===== src/rtl/hic_pkg.sv =====
package hic_pkg;
  localparam int unsigned PC_W       = 16;
  localparam int unsigned DATA_W     = 32;
  localparam int unsigned LINE_CNT   = 4;
  localparam int unsigned LINE_WORDS = 8;
  localparam int unsigned COG_WORDS  = 512;

  localparam int unsigned SLOT_W        = $clog2(LINE_CNT);
  localparam int unsigned OFF_W         = $clog2(LINE_WORDS);
  localparam int unsigned TAG_W         = PC_W - OFF_W;
  localparam int unsigned LOCAL_W       = $clog2(COG_WORDS);
  localparam int unsigned HUB_FIRST_TAG = COG_WORDS / LINE_WORDS;

  typedef logic [SLOT_W-1:0] slot_t;
  typedef logic [TAG_W-1:0]  tag_t;
  typedef logic [OFF_W-1:0]  off_t;
  typedef logic [LINE_CNT-1:0][SLOT_W-1:0] ageVec_t;

  typedef struct packed {
    logic  startFill;
    slot_t fillSlot;
    tag_t  fillTag;
    logic  beatWe;
    off_t  beat;
    logic  finishFill;
    logic  keepValid;
    logic  invalAll;
    logic  touch;
    slot_t touchSlot;
  } ctlStrobes_t;
endpackage


===== src/rtl/hic_store.sv =====
module hic_store
  import hic_pkg::*;
(
  input  logic              clk,
  input  logic              rstN,
  input  ctlStrobes_t       ctl,
  input  tag_t              lookTag,
  input  off_t              lookOff,
  input  tag_t              pfTag,
  input  logic [DATA_W-1:0] hubData,
  output logic              lookHit,
  output slot_t             lookSlot,
  output logic [DATA_W-1:0] lookWord,
  output logic              pfPresent,
  output slot_t             victimSlot,
  output logic              victimValid,
  output tag_t              victimTag
);
  logic [LINE_CNT-1:0] validQ;
  tag_t                tagQ  [LINE_CNT];
  logic [DATA_W-1:0]   dataQ [LINE_CNT][LINE_WORDS];
  ageVec_t             ageQ, ageN;
  logic [LINE_CNT-1:0] hitVec;

  // Make slot s the newest; every slot that was newer than s ages by one.
  function automatic ageVec_t promote(input ageVec_t a, input slot_t s);
    ageVec_t r;
    r = a;
    for (int i = 0; i < LINE_CNT; i++)
      if (a[i] < a[s]) r[i] = a[i] + slot_t'(1);
    r[s] = '0;
    return r;
  endfunction

  always_comb begin
    lookHit    = 1'b0;
    lookSlot   = '0;
    pfPresent  = 1'b0;
    victimSlot = '0;
    hitVec     = '0;
    for (int i = 0; i < LINE_CNT; i++) begin
      if (validQ[i] && tagQ[i] == lookTag) begin
        lookHit   = 1'b1;
        lookSlot  = slot_t'(i);
        hitVec[i] = 1'b1;
      end
      if (validQ[i] && tagQ[i] == pfTag) pfPresent = 1'b1;
      if (ageQ[i] == slot_t'(LINE_CNT - 1)) victimSlot = slot_t'(i);
    end
    victimValid = validQ[victimSlot];
    victimTag   = tagQ[victimSlot];
    lookWord    = dataQ[lookSlot][lookOff];
  end

  always_comb begin
    ageN = ageQ;
    if (ctl.touch)     ageN = promote(ageN, ctl.touchSlot);
    if (ctl.startFill) ageN = promote(ageN, ctl.fillSlot);
  end

  always_ff @(posedge clk) begin
    if (!rstN) begin
      validQ <= '0;
      for (int i = 0; i < LINE_CNT; i++) begin
        tagQ[i] <= '0;
        ageQ[i] <= slot_t'(i);
      end
    end else begin
      ageQ <= ageN;
      if (ctl.invalAll) validQ <= '0;
      if (ctl.startFill) begin
        tagQ[ctl.fillSlot]   <= ctl.fillTag;
        validQ[ctl.fillSlot] <= 1'b0;
      end
      if (ctl.finishFill && ctl.keepValid) validQ[ctl.fillSlot] <= 1'b1;
    end
  end

  always_ff @(posedge clk) begin
    if (ctl.beatWe) dataQ[ctl.fillSlot][ctl.beat] <= hubData;
  end

  // Ages must stay a permutation: each rank is held by exactly one slot.
  for (genvar v = 0; v < LINE_CNT; v++) begin : g_rank
    logic [LINE_CNT-1:0] holders;
    always_comb
      for (int i = 0; i < LINE_CNT; i++) holders[i] = (ageQ[i] == slot_t'(v));
    a_r6_age_rank_unique: assert property (@(posedge clk) disable iff (!rstN)
      $countones(holders) == 1);
  end

  a_r2_single_hit: assert property (@(posedge clk) disable iff (!rstN)
    $onehot0(hitVec));

  a_r10_killed_fill_invalid: assert property (@(posedge clk) disable iff (!rstN)
    ctl.finishFill && !ctl.keepValid |=> !validQ[$past(ctl.fillSlot)]);
endmodule


===== src/rtl/hic_ctrl.sv =====
module hic_ctrl
  import hic_pkg::*;
(
  input  logic            clk,
  input  logic            rstN,
  input  logic            fetchValid,
  input  logic [PC_W-1:0] fetchAddr,
  input  logic            cmdInval,
  input  logic            cmdPfOn,
  input  logic            cmdPfOff,
  input  logic            hubValid,
  input  logic            lookHit,
  input  slot_t           lookSlot,
  input  logic            pfPresent,
  input  slot_t           victimSlot,
  input  logic            victimValid,
  input  tag_t            victimTag,
  output ctlStrobes_t     ctl,
  output logic            isHub,
  output tag_t            pfTag,
  output logic            fetchReady,
  output logic            hubReq,
  output logic [PC_W-1:0] hubAddr
);
  logic  fillBusyQ, killQ, pfEnQ, lastValidQ;
  slot_t fillSlotQ;
  tag_t  fillTagQ, lastTagQ, fetchTag;
  off_t  beatQ;
  logic  hubHit, demandMiss, pfOk, canStart, startDemand, startPf, lastBeat;

  assign fetchTag = fetchAddr[PC_W-1:OFF_W];

  always_comb begin
    isHub       = fetchAddr >= PC_W'(COG_WORDS);
    hubHit      = fetchValid && isHub && lookHit;
    demandMiss  = fetchValid && isHub && !lookHit;
    fetchReady  = !demandMiss;
    pfTag       = lastTagQ + tag_t'(1);
    pfOk        = pfEnQ && lastValidQ && (pfTag >= tag_t'(HUB_FIRST_TAG)) && !pfPresent
                  && !(victimValid && victimTag == lastTagQ)
                  && !(hubHit && victimSlot == lookSlot);
    canStart    = !fillBusyQ && !cmdInval;
    startDemand = canStart && demandMiss;
    startPf     = canStart && !demandMiss && pfOk;
    lastBeat    = fillBusyQ && hubValid && beatQ == off_t'(LINE_WORDS - 1);

    ctl.startFill  = startDemand || startPf;
    ctl.fillSlot   = ctl.startFill ? victimSlot : fillSlotQ;
    ctl.fillTag    = startDemand ? fetchTag : pfTag;
    ctl.beatWe     = fillBusyQ && hubValid;
    ctl.beat       = beatQ;
    ctl.finishFill = lastBeat;
    ctl.keepValid  = !killQ && !cmdInval;
    ctl.invalAll   = cmdInval;
    ctl.touch      = hubHit;
    ctl.touchSlot  = lookSlot;

    hubReq  = fillBusyQ;
    hubAddr = {fillTagQ, {OFF_W{1'b0}}};
  end

  always_ff @(posedge clk) begin
    if (!rstN) begin
      fillBusyQ  <= 1'b0;
      killQ      <= 1'b0;
      pfEnQ      <= 1'b1;
      lastValidQ <= 1'b0;
      lastTagQ   <= '0;
      fillSlotQ  <= '0;
      fillTagQ   <= '0;
      beatQ      <= '0;
    end else begin
      if (ctl.startFill) begin
        fillBusyQ <= 1'b1;
        fillSlotQ <= victimSlot;
        fillTagQ  <= ctl.fillTag;
        beatQ     <= '0;
        killQ     <= 1'b0;
      end else if (fillBusyQ) begin
        if (cmdInval) killQ <= 1'b1;
        if (hubValid) beatQ <= beatQ + off_t'(1);
        if (lastBeat) fillBusyQ <= 1'b0;
      end
      if (cmdPfOff)     pfEnQ <= 1'b0;
      else if (cmdPfOn) pfEnQ <= 1'b1;
      if (hubHit) begin
        lastTagQ   <= fetchTag;
        lastValidQ <= 1'b1;
      end
    end
  end

  a_r3_miss_requests: assert property (@(posedge clk) disable iff (!rstN)
    demandMiss && !fillBusyQ && !cmdInval |=> hubReq && hubAddr[OFF_W-1:0] == '0);

  a_r5_req_held: assert property (@(posedge clk) disable iff (!rstN)
    hubReq && !(hubValid && beatQ == off_t'(LINE_WORDS - 1)) |=> hubReq && $stable(hubAddr));

  a_r8_quiet_when_off: assert property (@(posedge clk) disable iff (!rstN)
    !pfEnQ && !demandMiss && !fillBusyQ |=> !hubReq);
endmodule


===== src/rtl/hub_icache.sv =====
module hub_icache
  import hic_pkg::*;
(
  input  logic               clk,
  input  logic               rstN,
  input  logic               fetchValid,
  input  logic [PC_W-1:0]    fetchAddr,
  output logic               fetchReady,
  output logic [DATA_W-1:0]  fetchInstr,
  output logic [LOCAL_W-1:0] localAddr,
  input  logic [DATA_W-1:0]  localData,
  input  logic               cmdInval,
  input  logic               cmdPfOn,
  input  logic               cmdPfOff,
  output logic               hubReq,
  output logic [PC_W-1:0]    hubAddr,
  input  logic               hubValid,
  input  logic [DATA_W-1:0]  hubData
);
  ctlStrobes_t       ctl;
  logic              isHub, lookHit, pfPresent, victimValid;
  slot_t             lookSlot, victimSlot;
  tag_t              pfTag, victimTag;
  logic [DATA_W-1:0] lookWord;

  hic_ctrl u_ctrl (
    .clk(clk), .rstN(rstN), .fetchValid(fetchValid), .fetchAddr(fetchAddr),
    .cmdInval(cmdInval), .cmdPfOn(cmdPfOn), .cmdPfOff(cmdPfOff), .hubValid(hubValid),
    .lookHit(lookHit), .lookSlot(lookSlot), .pfPresent(pfPresent),
    .victimSlot(victimSlot), .victimValid(victimValid), .victimTag(victimTag),
    .ctl(ctl), .isHub(isHub), .pfTag(pfTag), .fetchReady(fetchReady),
    .hubReq(hubReq), .hubAddr(hubAddr)
  );

  hic_store u_store (
    .clk(clk), .rstN(rstN), .ctl(ctl),
    .lookTag(fetchAddr[PC_W-1:OFF_W]), .lookOff(fetchAddr[OFF_W-1:0]),
    .pfTag(pfTag), .hubData(hubData),
    .lookHit(lookHit), .lookSlot(lookSlot), .lookWord(lookWord),
    .pfPresent(pfPresent), .victimSlot(victimSlot),
    .victimValid(victimValid), .victimTag(victimTag)
  );

  assign localAddr  = fetchAddr[LOCAL_W-1:0];
  assign fetchInstr = isHub ? lookWord : localData;

  a_r1_local_no_stall: assert property (@(posedge clk) disable iff (!rstN)
    fetchValid && !isHub |-> fetchReady && fetchInstr == localData);
endmodule


===== config.mk =====
export PLATFORM = sky130hd
export DESIGN_NAME = hub_icache
export DESIGN_NICKNAME = d
export VERILOG_FILES = /design/src/rtl/hic_pkg.sv /design/src/rtl/hic_store.sv /design/src/rtl/hic_ctrl.sv /design/src/rtl/hub_icache.sv
export SDC_FILE = /design/constraint.sdc
export NUM_CORES = 1
export LEC_CHECK = 0
export ABC_CLOCK_PERIOD_IN_PS = 6980
export CAP_MARGIN = 30
export CORE_ASPECT_RATIO = 0.75
export CORE_MARGIN = 8
export CORE_UTILIZATION = 40
export CTS_CLUSTER_DIAMETER = 120
export DETAILED_ROUTE_END_ITERATION = 12
export DONT_BUFFER_PORTS = 1
export MAX_ROUTING_LAYER = met4
export REMOVE_ABC_BUFFERS = 1
export SETUP_SLACK_MARGIN = 0.05
export SYNTH_ARGS = -nofsm -noshare
export SYNTH_HDL_FRONTEND = slang
export SYNTH_HIERARCHICAL = 1
export SYNTH_SLANG_ARGS = --single-unit

===== constraint.sdc =====
create_clock -name clk -period 6.98 [get_ports clk]
set_clock_uncertainty 0.2 [all_clocks]
set_input_delay 0.698 -clock clk [delete_from_list [all_inputs] [get_ports clk]]
set_output_delay 0.698 -clock clk [all_outputs]
set_load 0.01 [all_outputs]

# After elaboration in Yosys (flattened, before gate mapping)
# Memory sizes are Yosys's and may differ from the RTL's.
# Cells that the tools add are included.
# totals
register_bits,47
ram_bits,1076
in_bits,87
out_inout_bits,59
elab_cells,181
memories,2
# op_classes
n_addsub,10
n_lt_le_gt_ge,18
eq_ne,14
muxes,71
n_bitwise,10
reduce_logical,43
# mem_list
memory,depth,width,rd,rd_ports_with_merged_regs,write_ports,line,source
u_store.dataQ,4,256,1,0,1,hic_store.sv:21,logic [DATA_W-1:0] dataQ [LINE_CNT][LINE_WORDS];
u_store.tagQ,4,13,5,0,4,hic_store.sv:20,tag_t tagQ [LINE_CNT];
# ops
operator,count
$mux 256,1
$mux 32,4
$eq 13x13->1,9
$bmux 32 s3,1
$demux 32 s3,1
$mux 2,26
$logic_and 1x1->1,29
$mux 13,2
$mux 1,23
$mux 4,5
$add 2x1->2 const B,8
$and 8x8->8,2
$ge 16x10->1 const B,1
$lt 2x2->1,8
$mux 8,2
$not 8->8,2
$add 13x1->13 const B,1
$ge 13x7->1 const B,1
$reduce_or 13->1,1
$lt 2x3->1 const B,3
$bmux 2 s2,2
$demux 2 s2,2
$ge 4x4->1 const B,2
$logic_not 1->1,8
17 further kinds,22

# Depth between registers and ports, before layout
# Gate-level depths: netlist (run 1).
# depth
depth_word,24
ltp_mapped,24
mapped_depth_nobuf,20

# Cells and area by module
# Netlist (run 1), hierarchy kept.
# modules_own_cells
mod,n_inst,cells_each,area_per_inst_um2,seq_area_each_um2
hic_store,1,2911,44561.5,32551.2
hic_ctrl,1,260,2240.9,700.7
hub_icache,1,45,611.8,0.0

# Worst setup path after synthesis (run 1)
# OpenSTA, ideal clock, no wires.
# synth_path
kind,input to register
from,in fetchAddr[8]
to,"mem u_store/dataQ[0][0] (netlist name), enable pin"
setup_time_ns,0.421
arrival_time_ns,6.067
required_ns,6.359
slack_ns,0.292
stages,19
n_path_buf,7
path_cell_list,buf_2 > xnor2_1 > and2_1 > and4_1 > buf_4 > nor2_2 > clkbuf_1 > clkbuf_1 > o311ai_0 > or4b_1 > a21oi_1 > a31o_1 > and2_4 > buf_6 > mux2_1 > clkbuf_1 > or2_2 > clkbuf_1 > nor2_1
# synth_lines
element,line,source
"start, declared",hub_icache.sv:7,"input logic [PC_W-1:0] fetchAddr,"
"end, declared",hic_store.sv:21,

==> metrics, run 1 <==
CP required 7.16 ns; Ports 146; period utilization 88.7%; Avg Vias per Cell 5.79; Clock power frac 41.7%; combinational family with the most area after synthesis compound AO/OA/AOI/OAI gates; Initial Util 40.3%; register area share after synthesis 70.1%; most frequent CP cell nor4_1; post-synthesis mux area share roughly 8.0%; post-DP HPWL around 78,000 um; full die area roughly 130,000 um2; vias in the first global route between 20,000 and 30,000; Top delay family on crit path simple AND/OR/NAND/NOR gates; Mapped Area 47,400 um2; power consumption 13.6 mW; Die H 314 um; count leader, synth edfxtp_1; Max VDD drop 0.176 mV; clock slew at reported path FFs approximately 0.06 ns; Setup Crit Path Kind reg -> reg; H-Tree Depth 3; drt first-iter violations 3,328; GPL Wtd Cong 0.956; fmax 161 MHz; Hold Worst Slack slightly below 0.09 ns; antenna-violating nets left 0; post-route cell area ~54,000 um2; CTS tree built; FP Rows between 100 and 150; clock buffer depth 3; crit-path cells ha_1 -> nand3_2 -> nor4_1 -> xor2_1 -> xor2_1 -> nor4_1 -> nand3_1 -> nor3_1 -> a41oi_1 -> o311ai_0 -> nor4_1 -> a31o_1 -> and2_4 -> mux2_1 -> nand2b_1 -> buf_12 -> nor2_4 -> buf_12; CTS sink cnt about 1,100; initial antenna violation count 7; Post-CTS Setup Bufs 0; EDFF count, synth around 1,100; Die W 414 um; HP Class in -> reg; Core Util, Final 45.8%; wire per inst 28.1 um; CP max stage cell nor2_4; Inst Count DP 4,643; P&R area growth vs syn 13.6%; P_sw between 2 and 3 mW; gr ovfl total 0; PortBufs 0; Slew @ Worst Pin about 1.0 ns; Residual DRC 0; cts bufs inserted 108; Multi-input gate area 12,700 um2; Synth Area in Compound Gates 10.2%; max incr delay on CP 0.63 ns; first-pass GRT wire length 198,000 um; Setup violations, final 0; status complete, no violations; Yosys top cell area share 68.1%; Fill cells between 10,000 and 15,000; Sequential Area 33,300 um2; final WL 138,000 um; CP endpoint kind flop; Power Density 253 nW/um2; CP arrival 6.37 ns; Final Hold Viols 0; Final min period between 6 and 7 ns; Clock Latency Late Sink 0.71 ns; Post-synth top flop edfxtp_1; share of cells above drive strength 1 15.7%; Int Pwr 10.8 mW; Worst Path Max Fanout 20; top cells by area, synth edfxtp_1 68%, mux2_2 3.5%, mux2i_1 3.2%, o21ai_0 2.1%, nor2_1 2.0%; Netlist cell types 85; Via Count 28,400; average size of a mapped cell 14.7 um2; Post-Synthesis Cells ~3,200; RSZ-0062 raised after global routing no; post-synthesis register bit count 1,123; adder-cell share of the synthesized area 0.264%; Post-DP Area 49,500 um2; Leak Pwr 18.5 nW; commonest cells in the synthesized netlist 1,076 x edfxtp_1, 254 x nor2_1, 195 x o21ai_0; GRT Util Overall 21.2%; CTS resizes 0; MaxCap Viol Count 0; Sequential Power Share 54.5%; Final Slew Violations 0; logic gate share of total power 3.8%; nets@finish 3,361; Root Buffer clkbuf_16; leading area contributor after synthesis edfxtp_1; Max-slew headroom 30.2%; largest net degree at the start of global routing 196; Post-Layout Cell Count approximately 4,900; yosys warns 6; Sw Ratio between 20% and 30%; CP bufs+invs 2; DRT Pass-1 Iters 6; Synth async-reset ratio 0%; Synth Area in XOR/XNOR under 10%; core area ~120,000 um2; simple-gate share of the synthesized area 5.38%; critical path startpoint category flop
[final timing paths]
| path | start | end | slack [ns] | cells after the start |
|---|---|---|---|---|
| max | u_ctrl/lastTagQ[0] | u_store/dataQ[1][49] | 0.79 | 18 |
| min reg2reg | u_ctrl/fillSlotQ[0] | u_ctrl/fillSlotQ[0] | 0.26 | 2 |
| min | fetchAddr[3] | u_ctrl/lastTagQ[0] | 0.09 | 3 |
| max reg2reg | u_ctrl/lastTagQ[0] | u_store/dataQ[1][49] | 0.79 | 18 |
[worst reg2reg max path: cells and delay by family, from the launching register on]
kind / cells / cell delay [ns]
mux: 1 / 0.47
xor+xnor: 2 / 0.78
flops: 1 / 0.48
buf+inv: 2 / 0.59
compound gates: 3 / 0.62
fa+ha+maj: 1 / 0.26
simple gates: 9 / 2.47
[power groups by stage]
stage	clock network, mW	logic (mW)	registers, mW
finish	5.69	0.520	7.42
global route	6.02	0.555	7.42
CTS	5.77	0.496	7.43
detailed placement	0	0.372	7.57
global placement	0	0.373	7.57
floorplan	0	0.250	7.55
[cell families after synthesis]
logic type               count (synthesis)
other                                    1
multiplexers                           340
AO/OA/AOI/OAI                          687
flip-flops                            1123
adder cells (fa/ha/maj)                 10
AND/OR/NAND/NOR                        534
buffers and inverters                  390
XOR/XNOR                               131
[sequential cells by signal, summed over array words and instances, names as in the netlist, 2 cells and up]
register	count
u_ctrl/lastTagQ	13
u_ctrl/beatQ	3
u_ctrl/fillSlotQ	2
u_store/dataQ	1024
u_store/ageQ	8
u_store/tagQ	52
u_store/validQ	4
u_ctrl/fillTagQ	13
[what timing repair did]
item	CTS	global route
hold endpoints to repair	1067	0
hold buffers	47	0
setup endpoints to repair	0	0
[per-layer routing]
layer	vias to the layer above	share of wire [%]	track usage, %
met5	-	0	-
met2	1197	44	30.6
li1	12500	-	-
met4	0	1.8	4.54
met3	168	7.8	3.57
met1	14600	47	31.5
[placed cells by master (no fill, tap or decap), types with 20 or more instances in the layout]
| cell type | n |
|---|---|
| buf_12 | 30 |
| xor2_1 | 42 |
| edfxtp_1 | 1076 |
| nand4_1 | 24 |
| nor3_1 | 59 |
| nor2_4 | 33 |
| nand2_1 | 82 |
| o21ai_0 | 195 |
| dfxtp_1 | 47 |
| xnor2_1 | 89 |
| inv_1 | 162 |
| o21a_1 | 20 |
| o221ai_1 | 87 |
| o32ai_1 | 23 |
| a221oi_1 | 48 |
| clkinv_1 | 25 |
| o311a_1 | 51 |
| mux2i_1 | 153 |
| dlygate4sd3_1 | 36 |
| mux2_4 | 30 |
| clkbuf_1 | 26 |
| buf_4 | 76 |
| a21oi_1 | 108 |
| a211oi_1 | 52 |
| o21ai_1 | 20 |
| mux2_2 | 148 |
| clkbuf_16 | 113 |
| nor2_1 | 222 |
[metrics by stage]
| step | worst slack [ns] | TNS, ns |
|---|---|---|
| after floorplan | -7.34 | -3268.67 |
| after global placement | 0.966 | 0 |
| after detailed placement | 0.946 | 0 |
| after CTS | 0.769 | 0 |
| after global routing | 0.524 | 0 |
| final | 0.787 | 0 |
[area by class of cell]
cell class	instances	share of cell area, %
diodes	6	0.0279
clock buffers	138	5.32
clock inverters	61	0.967
inverters	163	1.15
multi-input cells	1705	23.6
flip-flops and latches	1123	61.8
well taps	1554	3.61
repair buffers	163	3.59
(Power assumes the default switching activity.)
==> run 2: changes to the inputs <==
--- a/config.mk
+++ b/config.mk
@@ -16,6 +16,7 @@
 export MAX_ROUTING_LAYER = met4
 export REMOVE_ABC_BUFFERS = 1
 export SETUP_SLACK_MARGIN = 0.05
+export SLEW_MARGIN = 20
 export SYNTH_ARGS = -nofsm -noshare
 export SYNTH_HDL_FRONTEND = slang
 export SYNTH_HIERARCHICAL = 1
==> run 2 against run 1 <==
Net effect: core utilization down 0.30 points; non-clock buffer count down 9; via count down 0.64%; die area unchanged; wire length down 0.18%; combinational power down 3%; flip-flop and latch count unchanged; sequential share of layout area up 0.41 points; cell count down 0.26%; largest cell class unchanged.
==> metrics, run 2 (synthesis gave the netlist of run 1 again) <==
nets@finish 3,352 (-0.27%); Final Hold Viols 0 (unchanged); largest net degree at the start of global routing 196 (unchanged); Setup violations, final 0 (unchanged); Avg Vias per Cell 5.77 (-0.37%); Initial Util 40.3% (unchanged); commonest non-fill, non-tap cell in the layout edfxtp_1; period utilization 89.5% (+0.78 points); Multi-input gate area 12,700 um2 (unchanged); Post-CTS Setup Bufs 0 (unchanged); Setup Crit Path Kind reg -> reg; CTS resizes 0 (unchanged); full die area 130,000 um2 (unchanged); Power Density 253 nW/um2 (about the same); largest register by flop count u_store/dataQ; PortBufs 0 (unchanged); P&R area growth vs syn 12.8%; Max VDD drop 0.240 mV (+36%); post-route cell area 53,500 um2 (-0.66%); Fill cells 10,300 (+0.25%); RSZ-0062 raised after global routing no; Final min period 6.25 ns (+0.0545 ns); Worst Path Max Fanout 13 (-35%); Slew @ Worst Pin 1.13 ns (+0.0869 ns); biggest regs u_store/dataQ (1024), u_store/tagQ (52); status complete, no violations; CP arrival 6.63 ns (+0.26 ns); FP Rows 109 (unchanged); core area 118,000 um2 (unchanged); critical path startpoint category flop; CTS tree built; Final Slew Violations 0 (unchanged); Max-slew headroom 24.6% (-5.6 points); share of cells above drive strength 1 15.6% (-0.038 points); cts bufs inserted 108 (unchanged); wire per inst 28.1 um (about the same); clock buffer depth 3 (unchanged); CTS sink cnt 1,123 (unchanged); Setup WS pre-CTS 0.949 ns (+0.00289 ns); Post-DP Area 49,500 um2 (about the same); max reg flops 1,024 (unchanged); Clock Latency Late Sink 0.74 ns (+0.03 ns); HP Class in -> reg; MaxCap Viol Count 0 (unchanged); DRT Pass-1 Iters 6 (unchanged); vias in the first global route 27,300 (-0.21%); gr ovfl total 0 (unchanged); Root Buffer clkbuf_16; initial antenna violation count 7 (unchanged); Die H 314 um (unchanged); antenna-violating nets left 0 (unchanged); Die W 414 um (unchanged); first-pass GRT wire length 197,000 um (-0.28%); Leak Pwr 18.3 nW (-0.84%); most frequent cells in the layout 1,076 x edfxtp_1, 222 x nor2_1, 195 x o21ai_0; drt first-iter violations 3,348 (+0.60%); setup TNS 0 ns (unchanged); GRT Util Overall 21.2% (-0.032 points); H-Tree Depth 3 (unchanged); CP endpoint kind flop; Ports 146 (unchanged); Via Count 28,300 (-0.64%); Sequential Area 33,300 um2 (unchanged); post-DP HPWL 77,700 um (about the same); clock slew at reported path FFs 0.06 ns (about the same); fmax 160 MHz (-0.87%); CP required 7.36 ns (+0.20 ns); final WL 138,000 um (-0.18%); Residual DRC 0 (unchanged); final setup margin 0.733 ns (-0.0545 ns); GPL Wtd Cong 0.956 (unchanged)
==> run 2: changes by cell type in the layout (fill, tap and decap cells not counted), sizes merged <==
cell | previous run | this run
diode | 6 | 4
clkbuf | 142 | 134
clkinvlp | 5 | 6
dlygate4sd3 | 36 | 23
buf | 123 | 131
clkinv | 45 | 48
bufinv | 7 | 4
inv | 167 | 168
==> run 2: path summary, 6_finish.rpt <==
kind                                           from  slack, ns  depth (start not counted)                   to
worst min-delay path                   fetchAddr[3]       0.04                          3   u_ctrl/lastTagQ[0]
worst min register to register  u_ctrl/fillSlotQ[0]       0.26                          2  u_ctrl/fillSlotQ[0]
worst max register to register   u_ctrl/lastTagQ[0]       0.73                         20      u_store/ageQ[6]
worst max-delay path             u_ctrl/lastTagQ[0]       0.73                         20      u_store/ageQ[6]
==> run 2: metal layers <==
layer	routed length [um]	part of all wire (%)	GRT usage, %	vias to the layer above
met5	0	0	-	-
met4	2910	2.1	4.84	0
met3	11000	8.0	3.76	183
met2	60500	44	30.6	1227
met1	63200	46	31.2	14400
li1	-	-	-	12400
==> run 2: final cells by class <==
| class | count | area share, % |
|---|---|---|
| clock buffers | 134 | 5.27 |
| flip-flops and latches | 1123 | 62.2 |
| repair buffers | 154 | 3.08 |
| multi-input cells | 1705 | 23.7 |
| inverters | 163 | 1.15 |
| diodes | 4 | 0.0187 |
| clock inverters | 63 | 0.940 |
| well taps | 1554 | 3.63 |
==> run 2: worst max-delay path, stage by stage, from the launching register on <==
cell and delay [ns]:
dfxtp_1 0.48, ha_1 0.26, nand3_2 0.25, nor4_1 0.40
xor2_1 0.60, xor2_1 0.20, nor4_1 0.07, nand3_1 0.09
nor3_1 0.05, a41oi_1 0.15, o311ai_0 0.18, nor4_1 0.28
a31o_1 0.24, and2_4 0.28, mux2_1 0.46, nand2b_1 0.41
nor4_1 0.11, a211oi_1 0.41, o221ai_2 0.34, and4_1 0.31
o41ai_1 0.32
==> run 2: what timing repair did <==
item                                    4_1_cts  5_1_grt
hold buffers                                 46        0
endpoints found under the hold margin      1067        0
endpoints found under the setup margin        0        0
==> run 2: power by group <==
| part | internal [mW] | switching, mW |
|---|---|---|
| logic | 0.184 | 0.319 |
| clock network | 3.03 | 2.57 |
| registers | 7.39 | 0.0312 |
| total | 10.6 | 2.92 |
==> run 2: per-stage QoR <==
stage	instances	hold slack (ns)	util, %	power [mW]
2_1_floorplan	2991	0.231	-	7.80
3_3_place_gp	4640	0.246	42.0	7.94
3_5_place_dp	4643	0.253	42.1	7.94
4_1_cts	4886	0.000427	45.4	13.6
5_1_grt	4900	0.0262	45.5	13.9
6_report	4900	0.0426	45.5	13.5
